$ cat config.mk
export PLATFORM = sky130hd
export DESIGN_NAME = nor_status_gen
export DESIGN_NICKNAME = d
export VERILOG_FILES = /design/src/rtl/nor_stat_pkg.sv /design/src/rtl/nor_rd_edge.sv /design/src/rtl/nor_prot_timer.sv /design/src/rtl/nor_toggle_core.sv /design/src/rtl/nor_status_gen.sv
export SDC_FILE = /design/constraint.sdc
export NUM_CORES = 1
export LEC_CHECK = 0
export BUFFER_PORTS_ARGS = -buffer_cell sky130_fd_sc_hd__buf_4
export CAP_MARGIN = 30
export CORE_AREA = 3 3 52 54
export CTS_CLUSTER_DIAMETER = 50
export CTS_CLUSTER_SIZE = 40
export DETAILED_ROUTE_END_ITERATION = 12
export DIE_AREA = 0 0 55 57
export PLACE_DENSITY = 0.83
export SYNTH_ARGS = -nofsm -noshare
export SYNTH_HDL_FRONTEND = slang
export SYNTH_SLANG_ARGS = --single-unit
$ cat constraint.sdc
create_clock -name clk -period 2 [get_ports clk]
set_input_delay 0.3 -clock clk [delete_from_list [all_inputs] [get_ports clk]]
set_output_delay 0.3 -clock clk [all_outputs]
set_load 0.05 [all_outputs]
$ cat src/rtl/nor_stat_pkg.sv
package nor_stat_pkg;
  // bit positions inside the status word
  localparam int B_TOG = 6;
  localparam int B_TMO = 5;
  localparam int B_SEC = 2;

  typedef enum logic [1:0] {
    SRC_IDLE   = 2'd0,
    SRC_ARRAY  = 2'd1,
    SRC_STATUS = 2'd2
  } bus_src_e;
endpackage

$ cat src/rtl/nor_rd_edge.sv
module nor_rd_edge (
  input  logic clk,
  input  logic rst_n,
  input  logic ce_n,
  input  logic oe_n,
  output logic rd_act,
  output logic rd_start
);
  logic rd_act_q;

  assign rd_act   = ~ce_n & ~oe_n;
  assign rd_start = rd_act & ~rd_act_q;

  always_ff @(posedge clk or negedge rst_n) begin
    if (!rst_n) rd_act_q <= 1'b0;
    else        rd_act_q <= rd_act;
  end
endmodule

$ cat src/rtl/nor_prot_timer.sv
module nor_prot_timer #(
  parameter int PROT_CYC = 250
) (
  input  logic clk,
  input  logic rst_n,
  input  logic load,
  output logic win_on
);
  localparam int CW = $clog2(PROT_CYC + 1);
  logic [CW-1:0] cnt;

  always_ff @(posedge clk or negedge rst_n) begin
    if (!rst_n)           cnt <= '0;
    else if (load)        cnt <= CW'(PROT_CYC);
    else if (cnt != '0)   cnt <= cnt - 1'b1;
  end

  assign win_on = (cnt != '0);
endmodule

$ cat src/rtl/nor_toggle_core.sv
module nor_toggle_core (
  input  logic clk,
  input  logic rst_n,
  input  logic op_start,
  input  logic tog6,
  input  logic tog2,
  input  logic timeout,
  input  logic reset_cmd,
  output logic t6,
  output logic t2,
  output logic to_flag
);
  // a new operation clears the base value, a read in the same cycle then flips it
  function automatic logic next_bit(input logic cur, input logic clr, input logic flip);
    return (clr ? 1'b0 : cur) ^ flip;
  endfunction

  always_ff @(posedge clk or negedge rst_n) begin
    if (!rst_n) begin
      t6      <= 1'b0;
      t2      <= 1'b0;
      to_flag <= 1'b0;
    end else begin
      t6 <= next_bit(t6, op_start, tog6);
      t2 <= next_bit(t2, op_start, tog2);
      if (timeout)        to_flag <= 1'b1;
      else if (reset_cmd) to_flag <= 1'b0;
    end
  end
endmodule

$ cat src/rtl/nor_status_gen.sv
module nor_status_gen
  import nor_stat_pkg::*;
#(
  parameter int ADDR_W   = 8,
  parameter int DATA_W   = 8,
  parameter int NSECT    = 4,
  parameter int PROT_CYC = 250
) (
  input  logic              clk,
  input  logic              rst_n,
  input  logic              op_start,
  input  logic              op_prog,
  input  logic [ADDR_W-1:0] op_addr,
  input  logic              busy,
  input  logic              ers_op,
  input  logic              ers_susp,
  input  logic              timeout,
  input  logic              reset_cmd,
  input  logic [NSECT-1:0]  ers_sel,
  input  logic [NSECT-1:0]  prot,
  input  logic [ADDR_W-1:0] rd_addr,
  input  logic              ce_n,
  input  logic              oe_n,
  input  logic [DATA_W-1:0] arr_rdata,
  output logic [DATA_W-1:0] dout,
  input  logic [DATA_W-1:0] wr_old,
  input  logic [DATA_W-1:0] wr_new,
  output logic [DATA_W-1:0] wr_data
);
  localparam int SECT_W = (NSECT > 1) ? $clog2(NSECT) : 1;
  localparam int SH     = ADDR_W - SECT_W;

  // true when the sector of address a has its bit set in mask
  function automatic logic sect_hit(input logic [NSECT-1:0] mask, input logic [ADDR_W-1:0] a);
    logic r;
    r = 1'b0;
    for (int i = 0; i < NSECT; i++)
      if (mask[i] && ((a >> SH) == ADDR_W'(i))) r = 1'b1;
    return r;
  endfunction

  // programming can only clear bits
  function automatic logic [DATA_W-1:0] prog_mask(input logic [DATA_W-1:0] o, input logic [DATA_W-1:0] n);
    return o & n;
  endfunction

  function automatic logic [DATA_W-1:0] stat_word(input logic b6, input logic b5, input logic b2);
    logic [DATA_W-1:0] w;
    w        = '0;
    w[B_TOG] = b6;
    w[B_TMO] = b5;
    w[B_SEC] = b2;
    return w;
  endfunction

  // named internal events
  logic     rd_act, rd_start;
  logic     sel_hit, prot_load, prot_on;
  logic     tog6_en, tog6, tog2;
  logic     t6, t2, to_flag;
  logic     stat_on;
  bus_src_e src;

  nor_rd_edge u_edge (
    .clk      (clk),
    .rst_n    (rst_n),
    .ce_n     (ce_n),
    .oe_n     (oe_n),
    .rd_act   (rd_act),
    .rd_start (rd_start)
  );

  assign prot_load = op_start & op_prog & sect_hit(prot, op_addr);

  nor_prot_timer #(.PROT_CYC(PROT_CYC)) u_ptmr (
    .clk    (clk),
    .rst_n  (rst_n),
    .load   (prot_load),
    .win_on (prot_on)
  );

  assign sel_hit = sect_hit(ers_sel, rd_addr);
  assign tog6_en = busy | prot_on | to_flag;
  assign tog6    = rd_start & tog6_en;
  assign tog2    = rd_start & ers_op & sel_hit;

  nor_toggle_core u_core (
    .clk       (clk),
    .rst_n     (rst_n),
    .op_start  (op_start),
    .tog6      (tog6),
    .tog2      (tog2),
    .timeout   (timeout),
    .reset_cmd (reset_cmd),
    .t6        (t6),
    .t2        (t2),
    .to_flag   (to_flag)
  );

  assign stat_on = tog6_en | (ers_susp & ers_op & sel_hit);

  always_comb begin
    if (!rd_act)      src = SRC_IDLE;
    else if (stat_on) src = SRC_STATUS;
    else              src = SRC_ARRAY;
  end

  always_comb begin
    unique case (src)
      SRC_STATUS: dout = stat_word(t6, to_flag, t2);
      SRC_ARRAY:  dout = arr_rdata;
      default:    dout = '0;
    endcase
  end

  assign wr_data = prog_mask(wr_old, wr_new);
endmodule

Word-level counts from Yosys, hierarchy flattened
Cells that the tools add are included.
{ "op_classes": {"n_eq_ne": 8, "n_addsub": 1, "mux": 17, "n_bitwise": 18, "n_reduce_logical": 13} }
{ "ops": {"columns": ["op", "n"], "rows": [
  ["$logic_not 8->1", 2],
  ["$mux 8", 2],
  ["$pmux 8 s2", 1],
  ["$mux 1", 12],
  ["$eq 2x2->1 const B", 5],
  ["$and 1x1->1", 9],
  ["$and 8x8->8", 1],
  ["$logic_and 1x1->1", 8],
  ["$reduce_bool 8->1", 1],
  ["$sub 8x1->8 const B", 1],
  ["$eq 2x1->1 const B", 3],
  ["$mux 2", 2],
  ["$reduce_bool 2->1", 2],
  ["$not 1->1", 3],
  ["$or 1x1->1", 3],
  ["$xor 1x1->1", 2]
]} }
{ "word_totals": {"out_inout_bits": 16, "elab_cells": 62, "inputBits": 59, "regBits": 12} }

Longest topological paths before layout
Gate-level depths: netlist of run 1.
{ "logic_depth": {"depth_word": 12, "depth_mapped": 6, "depth_no_buf": 6} }

Hierarchy
A second synthesis of run 1 with hierarchy kept.
{ "hier_totals": {"cells_unflattened": 97, "area_unflattened_um2": 908.4} }
{ "modules_own_cells": {"columns": ["mod", "seq_area_each_um2", "cells_per_inst", "instances", "area_each_um2"], "rows": [
  ["nor_prot_timer", 200.2, 48, 1, 475.5],
  ["nor_status_gen", 0.0, 37, 1, 270.3],
  ["nor_toggle_core", 75.1, 9, 1, 123.9],
  ["nor_rd_edge", 25.0, 3, 1, 38.8]
]} }

Worst setup path after synthesis of run 1
No wires, ideal clock.
{ "synth_path": {"path_kind": "reg2out", "startpoint": "register u_ptmr.cnt[0]", "endpoint": "output dout[2]", "arrival_ns": 2.308, "n_path_buf": 0, "path_slack_ns": -0.608, "stages_incl_launch_ff": 7, "required_time_ns": 1.700, "path_cell_list": "dfrtp_1 -> inv_1 -> ha_1 -> nor3b_2 -> nand2_4 -> nor4_4 -> mux2i_1"} }
{ "synth_via": {"elab_chain_cells": 8, "elab_cells_between_ends": 9, "cone_classes": "eq/ne: 2; mux: 3; bitwise: 3; reduce/logical: 1"} }
{ "synth_rtl": {"columns": ["element", "line_no", "text"], "rows": [
  ["start, declared", "nor_prot_timer.sv:10", "logic [CW-1:0] cnt;"],
  ["start signal, assigned", "nor_prot_timer.sv:14", "else if (load) cnt <= CW'(PROT_CYC);"],
  ["start signal, assigned", "nor_prot_timer.sv:15", "else if (cnt != '0) cnt <= cnt - 1'b1;"],
  ["$reduce_bool 8->1 (*)", "nor_prot_timer.sv:18", "assign win_on = (cnt != '0);"],
  ["$or 1x1->1 (*) (2 in series)", "nor_status_gen.sv:83", "assign tog6_en = busy | prot_on | to_flag;"],
  ["$or 1x1->1 (*)", "nor_status_gen.sv:100", "assign stat_on = tog6_en | (ers_susp & ers_op & sel_hit);"],
  ["$mux 2 (*)", "nor_status_gen.sv:104", "else if (stat_on) src = SRC_STATUS;"],
  ["$mux 2 (*)", "nor_status_gen.sv:103", "if (!rd_act) src = SRC_IDLE;"],
  ["$eq 2x1->1 or $eq 2x2->1 (tied branches)", "nor_status_gen.sv:109", "unique case (src)"],
  ["$pmux 8 s2 (*)", "nor_status_gen.sv:109", null],
  ["end, declared", "nor_status_gen.sv:25", "output logic [DATA_W-1:0] dout,"]
]} }
Every way passes the cells marked *; elsewhere a longest branch is shown, timed or not.

Worst setup path in the final report of run 1
{ "layout_path": {"startpoint": "register u_ptmr.cnt[1]", "endpoint": "output dout[2]"} }
Same word-level chain as after synthesis.

==> impl_metrics.py, run 1 <==
metrics = {
    "worst_setup_path": {
        "crit_type": "flip-flop to primary output",
        "crit_arrival_ns": 2.06,
        "cpMaxStageDelayCell": "dfrtp_1",
        "rr_worst_depth": 12,
        "path_cells": "inv_2 > ha_4 > nor3b_4 > nand2_4 > nor4_4 > buf_6 > mux2i_4 > buf_6",
        "cp-start-kind": "flip-flop",
        "path_max_fanout": 8,
        "r2r-start": "u_ptmr.cnt[0]",
        "cp_common_cell": "buf_6",
        "cp-end-kind": "primary output",
        "ff2ff_setup_slack_ns": 0.12,
        "max_stage_delay_ns": 0.41,
        "r2r-end": "u_ptmr.cnt[6]",
        "crit_required_ns": 1.70,
    },
    "cells_and_area": {
        "drive_above_1_share_pct": 61.3,
        "area_delta_synth_final_pct": 97.9,
        "fin_area_um2": 1670,
        "nFillCells": 172,
        "nNetsFinal": 244,
        "insertedDiodeCount": 0,
    },
    "die": {
        "design.portCount": 75,
        "die_w_um": 55,
        "initial_core_util_pct": 37.5,
        "num_rows": 17,
        "die_y_um": 57,
        "coreArea_um2": 2250,
        "dieArea_um2": 3140,
    },
    "timing": {
        "setup_slack_ns": -0.362,
        "rsz0062_at_grt": "true",
        "max_freq_ghz": 0.423,
        "drv_slew": 0,
        "max_slew_margin_pct": 75.7,
        "report.final.setup_viol": 8,
        "tightest_slew_ns": 0.361,
        "holdWs_ns": 0.199,
        "hold_viol": 0,
        "layout_min_cycle_time_ns": 2.36,
        "min_period_over_period_pct": 118,
        "skew_ns": 0.00112,
    },
    "power_and_ir_drop": {
        "swShare_pct": 34.9,
        "seq_power_share_pct": 33.2,
        "p_int_w": 0.000690,
        "peakVddDrop_uv": 502,
        "p_leak_nw": 0.826,
        "power_density_nw_per_um2": 634,
        "p_clk_share_pct": 14.2,
        "p_switching_w": 0.000370,
        "p_comb_share_pct": 52.7,
    },
    "clock_tree": {
        "clk_path_buf_depth": 2,
        "cts_made_buffers": 3,
        "clk_pin_slew_worst_paths_ns": 0.07,
        "cts_root_buffer": "clkbuf_4",
        "cts_tree": "built",
        "htree_num_levels": 1,
        "clock_latency_ns": 0.28,
        "clock-sinks": 12,
    },
    "placed_design": {
        "dpl_cell_area_um2": 1480,
        "dp_slack_ns": -0.164,
        "numPortBuffers": 62,
        "place_hpwl_um": 2070,
        "place_congestion": 0.742,
    },
    "outcome": {
        "run_status": "finished with violations",
        "violations": "negative setup slack",
    },
    "worst_hold_path": {
        "hold_start": "timeout",
        "hold_path.class": "input pin to flip-flop",
        "min_to": "u_core.to_flag",
        "whs_path_depth": 2,
    },
    "global_route": {
        "grt_pass1_vias": 1012,
        "grt_use_total_pct": 17.1,
        "grt_overflow_total": 0,
        "grt_max_degree": 13,
        "antenna_found_initial": 0,
        "grt_pass1_wl_um": 4050,
    },
    "yosys": {
        "synth_top_cell_by_area": "dfrtp_1",
        "synth_edf_count": 0,
        "ys_seq_area_share_pct": 35.5,
        "synth_flop_cell": "dfrtp_1",
        "synth_seq_cells": 12,
        "yosysMostFrequentCell": "nand2_1",
        "synth_area_leaders": "dfrtp_1 36%, and2_1 7.4%, nand2_1 6.2%, mux2i_1 5.9%, xnor2_1 5.2%",
        "synth_area_um2": 846,
        "ys_async_sr_fraction_pct": 100,
        "synth_cells": 92,
        "synth_cell_type_count": 34,
        "syn_nets": 153,
        "syn_avg_cell_area_um2": 9.19,
        "yosysWarnings": 0,
        "synth.top_cells.by_count": "14 x nand2_1, 12 x dfrtp_1, 10 x and2_1",
        "synth_top_area_share_pct": 35.5,
    },
    "detailed_routing": {
        "drt-total-wl_um": 2810,
        "wl_per_cell_um": 13.4,
        "first_iter_violations": 13,
        "drc": 0,
        "ant_nets": 0,
        "first_pass_iters": 4,
        "vias": 1043,
        "viasPerCell": 4.99,
    },
    "run": {
        "drv_cap": 0,
    },
}
==> final cells by class <==
| cell class | count | area, µm² | share of cell area (%) |
|---|---|---|---|
| inverters | 3 | 11.3 | 0.673 |
| multi-input cells | 76 | 612 | 36.5 |
| clock buffers | 3 | 22.5 | 1.35 |
| flip-flops and latches | 12 | 300 | 17.9 |
| repair buffers | 87 | 693 | 41.4 |
| well taps | 28 | 35.0 | 2.09 |
==> sequential cells by signal, indices dropped and copies added (netlist names) <==
| register | flops |
|---|---|
| u_edge.rd_act_q | 1 |
| u_core.to_flag | 1 |
| u_ptmr.cnt | 8 |
| u_core.t6 | 1 |
| u_core.t2 | 1 |
==> kinds of logic (layout without fill, tap and decap cells) <==
kind of cell	Yosys count	count (layout)	share of synthesized area (%)
adders and majority gates	2	2	2.96
xor gates and xnor gates	5	5	5.18
AOI/OAI and AO/OA	9	9	7.40
DFF	12	12	35.5
muxes	6	6	7.25
buffers and inverters	4	93	1.77
and+or+nand+nor	54	54	39.9
==> layout by cell type, fill, tap and decap left out, types with 2 or more instances in the layout <==
cell,n
nor4_4,2
buf_6,8
nand3_1,2
dfrtp_1,12
nor3_1,3
nor2_1,3
nand2_1,13
clkbuf_4,3
ha_4,2
o21ai_0,2
nand2b_1,2
inv_2,2
buf_4,77
and2_1,10
xnor2_1,5
nor2b_1,2
mux2i_1,3
and3_2,5
mux2i_4,2
==> power by group through the flow <==
stage / clock [W] / sequential, W / combinational (W)
final: 0.000150 / 0.000352 / 0.000559
after global routing: 0.000160 / 0.000358 / 0.000605
after CTS: 0.000153 / 0.000349 / 0.000520
after detailed placement: 0 / 0.000352 / 0.000447
after global placement: 0 / 0.000348 / 0.000423
after floorplan: 0 / 0.000361 / 0.000210
==> worst max path at each step <==
stage,from,to,depth (start not counted)
global route,u_ptmr.cnt[0],dout[2],8
detailed placement,u_ptmr.cnt[1],dout[6],8
floorplan,u_ptmr.cnt[0],dout[2],6
global placement,u_ptmr.cnt[1],dout[2],8
finish,u_ptmr.cnt[1],dout[2],8
CTS,u_ptmr.cnt[0],dout[6],8
==> what timing repair did <==
action,in CTS,in global routing
setup buffers,10,2
endpoints found under the setup margin,8,11
hold buffers,1,0
cloned,0,0
hold endpoints to repair,12,0
pin swaps,1,4
resized for setup,14,5
==> per-stage QoR <==
stage	setup TNS [ns]	cells	utilization [%]	total power, W
final	-2.56	209	74.3	0.00106
after global routing	-3.30	209	74.3	0.00112
after CTS	-2.52	208	72.9	0.00102
after detailed placement	-0.882	194	65.6	0.000799
after global placement	-0.288	194	65.6	0.000771
after floorplan	-1.50	92	-	0.000571
==> routing by layer <==
| layer | vias to the layer above | global-route usage [%] | share of wire, % |
|---|---|---|---|
| met3 | 7 | 3.39 | 13 |
| met1 | 484 | 17.2 | 33 |
| met5 | - | 0 | 0 |
| li1 | 498 | - | - |
| met4 | 0 | 5.21 | 2.0 |
| met2 | 54 | 33.3 | 52 |
==> critical path: cells and delay by family, from the launching register on <==
family	cells	cell delay [ns]
and+or+nand+nor	3	0.59
buffers and inverters	3	0.44
DFF	1	0.41
muxes	1	0.23
adders and majority gates	1	0.12
(Power assumes the default switching activity.)
==> inputs of run 2 (changes only) <==
--- a/config.mk
+++ b/config.mk
@@ -5,14 +5,16 @@
 export SDC_FILE = /design/constraint.sdc
 export NUM_CORES = 1
 export LEC_CHECK = 0
-export BUFFER_PORTS_ARGS = -buffer_cell sky130_fd_sc_hd__buf_4
 export CAP_MARGIN = 30
-export CORE_AREA = 3 3 52 54
+export CELL_PAD_IN_SITES_DETAIL_PLACEMENT = 2
+export CELL_PAD_IN_SITES_GLOBAL_PLACEMENT = 2
+export CORE_AREA = 3 3 58 60
 export CTS_CLUSTER_DIAMETER = 50
 export CTS_CLUSTER_SIZE = 40
 export DETAILED_ROUTE_END_ITERATION = 12
-export DIE_AREA = 0 0 55 57
-export PLACE_DENSITY = 0.83
+export DIE_AREA = 0 0 61 63
+export DONT_BUFFER_PORTS = 1
+export PLACE_DENSITY = 0.78
 export SYNTH_ARGS = -nofsm -noshare
 export SYNTH_HDL_FRONTEND = slang
 export SYNTH_SLANG_ARGS = --single-unit
==> impl_metrics.py, run 2 (synthesized netlist as in run 1, its figures left out) <==
metrics = {
    "die": {
        "design.portCount": 75,
        "dieArea_um2": 3840,
        "initial_core_util_pct": 28.4,
        "die_y_um": 63,
        "die_w_um": 61,
        "coreArea_um2": 2980,
        "num_rows": 20,
    },
    "detailed_routing": {
        "ant_nets": 0,
        "wl_per_cell_um": 16.4,
        "vias": 782,
        "first_iter_violations": 10,
        "drt-total-wl_um": 2390,
        "first_pass_iters": 2,
        "drc": 0,
        "viasPerCell": 5.36,
    },
    "cells_and_area": {
        "layout_common_cells": "14 x nand2_1, 13 x buf_4, 12 x dfrtp_1",
        "insertedDiodeCount": 0,
        "fin_area_um2": 1160,
        "nFillCells": 327,
        "largest_reg_flops": 8,
        "layout_commonest_cell": "nand2_1",
        "stdcell_count": 146,
        "area_delta_synth_final_pct": 37.6,
        "regMostFlops": "u_ptmr.cnt",
        "drive_above_1_share_pct": 34.5,
        "nNetsFinal": 176,
    },
    "placed_design": {
        "place_congestion": 0.696,
        "numPortBuffers": 0,
        "place_hpwl_um": 2080,
        "dpl_cell_area_um2": 1090,
        "placed_cells": 140,
    },
    "run": {
        "drv_cap": 0,
    },
    "clock_tree": {
        "clock_latency_ns": 0.26,
        "cts_made_buffers": 3,
        "htree_num_levels": 1,
        "clk_pin_slew_worst_paths_ns": 0.07,
        "cts_tree": "built",
        "clk_path_buf_depth": 2,
        "clock-sinks": 12,
        "cts_root_buffer": "clkbuf_4",
    },
    "timing": {
        "finalSetupTns_ns": -2.38,
        "max_slew_margin_pct": 52.7,
        "rsz0062_at_grt": "true",
        "holdWs_ns": 0.124,
        "skew_ns": 0.00221,
        "setup_slack_ns": -0.343,
        "tightest_slew_ns": 0.707,
        "layout_min_cycle_time_ns": 2.34,
        "drv_slew": 0,
        "report.final.setup_viol": 8,
        "max_freq_ghz": 0.427,
        "hold_viol": 0,
        "min_period_over_period_pct": 117,
    },
    "worst_setup_path": {
        "crit_start": "u_ptmr.cnt[0]",
        "path_cells": "inv_2 > ha_4 > nor3b_4 > nand2_4 > nor4_4 > buf_6 > mux2i_4 > buf_12",
        "path_max_fanout": 8,
        "crit_required_ns": 1.70,
        "crit_arrival_ns": 2.04,
        "crit_type": "flip-flop to primary output",
        "cp-start-kind": "flip-flop",
        "cpMaxStageDelayCell": "dfrtp_1",
        "cp-end-kind": "primary output",
        "r2r-start": "u_ptmr.cnt[0]",
        "max_stage_delay_ns": 0.39,
    },
    "global_route": {
        "grt_pass1_vias": 819,
        "grt_pass1_wl_um": 3410,
        "grt_overflow_total": 0,
        "grt_use_total_pct": 11.7,
        "antenna_found_initial": 0,
        "grt_max_degree": 13,
    },
    "worst_hold_path": {
        "hold_start": "timeout",
        "hold_path.class": "input pin to flip-flop",
    },
    "power_and_ir_drop": {
        "power_density_nw_per_um2": 772,
        "peakVddDrop_uv": 381,
        "p_leak_nw": 0.498,
    },
    "outcome": {
        "run_status": "finished with violations",
        "violations": "negative setup slack",
    },
}
-- run 2: final cells by class --
type                    instances  area (µm²)  area share [%]
clock buffers                   3        22.5            1.94
multi-input cells              76         589            50.6
flip-flops and latches         12         300            25.8
inverters                       3        11.3           0.968
repair buffers                 19         199            17.1
well taps                      33        41.3            3.55
-- run 2: report_power, final --
group          internal, W  switching, W
logic             0.000203      0.000199
registers         0.000298     0.0000505
clock network    0.0000695     0.0000778
total             0.000571      0.000327
-- run 2: repair_timing --
action	in CTS	in global routing
setup endpoints to repair	8	8
pin swaps	2	2
setup buffers	2	0
endpoints found under the hold margin	12	0
resized for setup	5	0
hold buffers	1	0
-- run 2: path summary, 6_finish.rpt --
kind,end,slack [ns],depth (start not counted)
hold / removal,u_core.to_flag,0.12,1
setup / recovery,dout[6],-0.34,8
hold reg to reg,u_core.to_flag,0.55,1
setup reg to reg,u_core.t6,0.38,7
max in group asynchronous,u_ptmr.cnt[6],1.16,1
min in group asynchronous,u_ptmr.cnt[2],0.46,1
-- run 2: per-stage QoR --
step / total power [W] / utilization, % / worst slack [ns]
CTS: 0.000919 / 39.1 / -0.407
global placement: 0.000694 / 36.7 / -0.0408
finish: 0.000898 / 39.1 / -0.343
floorplan: 0.000571 / - / -0.265
detailed placement: 0.000724 / 36.7 / -0.143
global route: 0.000974 / 39.1 / -0.464
-- run 2: worst max-delay path: cells and delay by family (launching register included) --
kind | cells | cell delay (ns)
adder cells (fa/ha/maj) | 1 | 0.12
buffers and inverters | 3 | 0.42
flip-flops | 1 | 0.39
multiplexers | 1 | 0.25
AND/OR/NAND/NOR | 3 | 0.60
-- run 2: layer usage --
metal  global-route usage, %  vias up  wire (µm)
li1                        -      362          -
met1                    11.7      375        805
met2                    23.8       45       1330
met3                    2.89        0        258
met4                   0.813        0          0
met5                       0        -          0
==> inputs of run 3 (changes only) <==
--- a/config.mk
+++ b/config.mk
@@ -14,7 +14,7 @@
 export DETAILED_ROUTE_END_ITERATION = 12
 export DIE_AREA = 0 0 61 63
 export DONT_BUFFER_PORTS = 1
-export PLACE_DENSITY = 0.78
+export PLACE_DENSITY_LB_ADDON = 0.1
 export SYNTH_ARGS = -nofsm -noshare
 export SYNTH_HDL_FRONTEND = slang
 export SYNTH_SLANG_ARGS = --single-unit
==> impl_metrics.py, run 3 (synthesized netlist as in run 1, its figures left out) <==
metrics = {
    "clock_tree": {
        "clock_latency_ns": 0.28,
        "cts_root_buffer": "clkbuf_4",
        "cts_tree": "built",
        "cts_made_buffers": 3,
        "clock-sinks": 12,
        "clk_path_buf_depth": 2,
        "clk_pin_slew_worst_paths_ns": 0.08,
        "htree_num_levels": 1,
    },
    "power_and_ir_drop": {
        "peakVddDrop_uv": 392,
        "power_density_nw_per_um2": 803,
        "p_leak_nw": 0.539,
    },
    "placed_design": {
        "dp_slack_ns": -0.174,
        "numPortBuffers": 0,
        "place_hpwl_um": 2080,
        "place_congestion": 0.734,
    },
    "timing": {
        "tightest_slew_ns": 0.589,
        "min_period_over_period_pct": 120,
        "rsz0062_at_grt": "true",
        "setup_slack_ns": -0.390,
        "report.final.setup_viol": 8,
        "drv_slew": 0,
        "layout_min_cycle_time_ns": 2.39,
        "hold_viol": 0,
        "max_slew_margin_pct": 60.6,
        "holdWs_ns": 0.119,
        "skew_ns": 0.00745,
        "max_freq_ghz": 0.418,
    },
    "die": {
        "die_w_um": 61,
        "design.portCount": 75,
        "num_rows": 20,
        "dieArea_um2": 3840,
        "coreArea_um2": 2980,
        "initial_core_util_pct": 28.4,
        "die_y_um": 63,
    },
    "run": {
        "drv_cap": 0,
    },
    "outcome": {
        "run_status": "finished with violations",
        "violations": "negative setup slack",
    },
    "global_route": {
        "grt_max_degree": 13,
        "grt_use_total_pct": 14.3,
        "grt_pass1_vias": 949,
        "grt_overflow_total": 0,
        "grt_pass1_wl_um": 4160,
        "antenna_found_initial": 0,
    },
    "cells_and_area": {
        "drive_above_1_share_pct": 38.8,
        "layout_common_cells": "19 x buf_4, 14 x nand2_1, 12 x dfrtp_1",
        "largest_reg_flops": 8,
        "insertedDiodeCount": 0,
        "layout_commonest_cell": "buf_4",
        "final_core_util_pct": 42.0,
        "nFillCells": 331,
        "area_delta_synth_final_pct": 47.8,
        "regMostFlops": "u_ptmr.cnt",
        "nNetsFinal": 183,
    },
    "worst_hold_path": {
        "hold_start": "timeout",
        "hold_path.class": "input pin to flip-flop",
    },
    "detailed_routing": {
        "vias": 825,
        "routedLengthMet1_um": 933,
        "dr_wl_met2_um": 1460,
        "wl_per_cell_um": 16.7,
        "top_layer": "met4",
        "ant_nets": 0,
        "drt-total-wl_um": 2580,
        "drc": 0,
        "dr_wl_met3_um": 162,
        "first_pass_iters": 2,
        "first_iter_violations": 8,
        "viasPerCell": 5.36,
    },
    "worst_setup_path": {
        "cp-end-kind": "primary output",
        "cp-start-kind": "flip-flop",
        "crit_arrival_ns": 2.09,
        "crit_required_ns": 1.70,
        "path_max_fanout": 8,
        "r2r-start": "u_ptmr.cnt[1]",
        "crit_start": "u_ptmr.cnt[1]",
        "crit_type": "flip-flop to primary output",
    },
}
run 3: cell types whose count changed in the layout (fill, tap and decap cells not counted), sizes merged:
cell    before  now
buf         18   25
clkbuf       3    4
run 3: layer usage:
layer	vias to the layer above	track usage [%]
met2	45	27.8
met3	4	2.07
met5	-	0
met1	397	14.8
met4	0	4.07
li1	379	-
run 3: cell type report:
cell class | instances | area, µm² | share of cell area [%]
clock buffers | 4 | 36.3 | 2.90
inverters | 3 | 11.3 | 0.901
multi-input cells | 76 | 597 | 47.7
flip-flops and latches | 12 | 300 | 24.0
well taps | 33 | 41.3 | 3.30
repair buffers | 26 | 264 | 21.1
run 3: worst max-delay path, cell delays in order (launching register included):
cell	delay (ns)
dfrtp_1	0.40
inv_2	0.09
ha_4	0.13
nor3b_4	0.23
nand2_4	0.09
nor4_4	0.28
buf_6	0.19
mux2i_4	0.25
buf_12	0.16
run 3: final timing paths:
| check | cells after the start | slack, ns | end |
|---|---|---|---|
| worst min register to register | 1 | 0.53 | u_core.to_flag |
| worst max-delay path | 8 | -0.39 | dout[2] |
| max in group asynchronous | 1 | 1.15 | u_edge.rd_act_q |
| min in group asynchronous | 1 | 0.46 | u_ptmr.cnt[5] |
| worst max register to register | 9 | 0.28 | u_ptmr.cnt[6] |
| worst min-delay path | 1 | 0.12 | u_core.to_flag |
run 3: per-stage QoR:
step,total power (W),instance area [µm²],setup TNS (ns),std cells
global route,0.00109,1250,-3.54,154
detailed placement,0.000720,1120,-1.00,142
finish,0.00100,1250,-2.68,154
global placement,0.000697,1120,-0.498,142
CTS,0.000985,1230,-2.92,152
floorplan,0.000571,885,-1.50,92
run 3: power breakdown:
group	total [W]	internal (W)	switching (W)
logic	0.000450	0.000240	0.000210
clock network	0.000200	0.000111	0.0000897
registers	0.000353	0.000298	0.0000548
run 3: timing repair:
action,4_1_cts,5_1_grt
endpoints found under the setup margin,8,8
pin swaps,2,1
hold buffers,1,0
buffers inserted,5,2
endpoints found under the hold margin,12,0
resized for setup,5,2
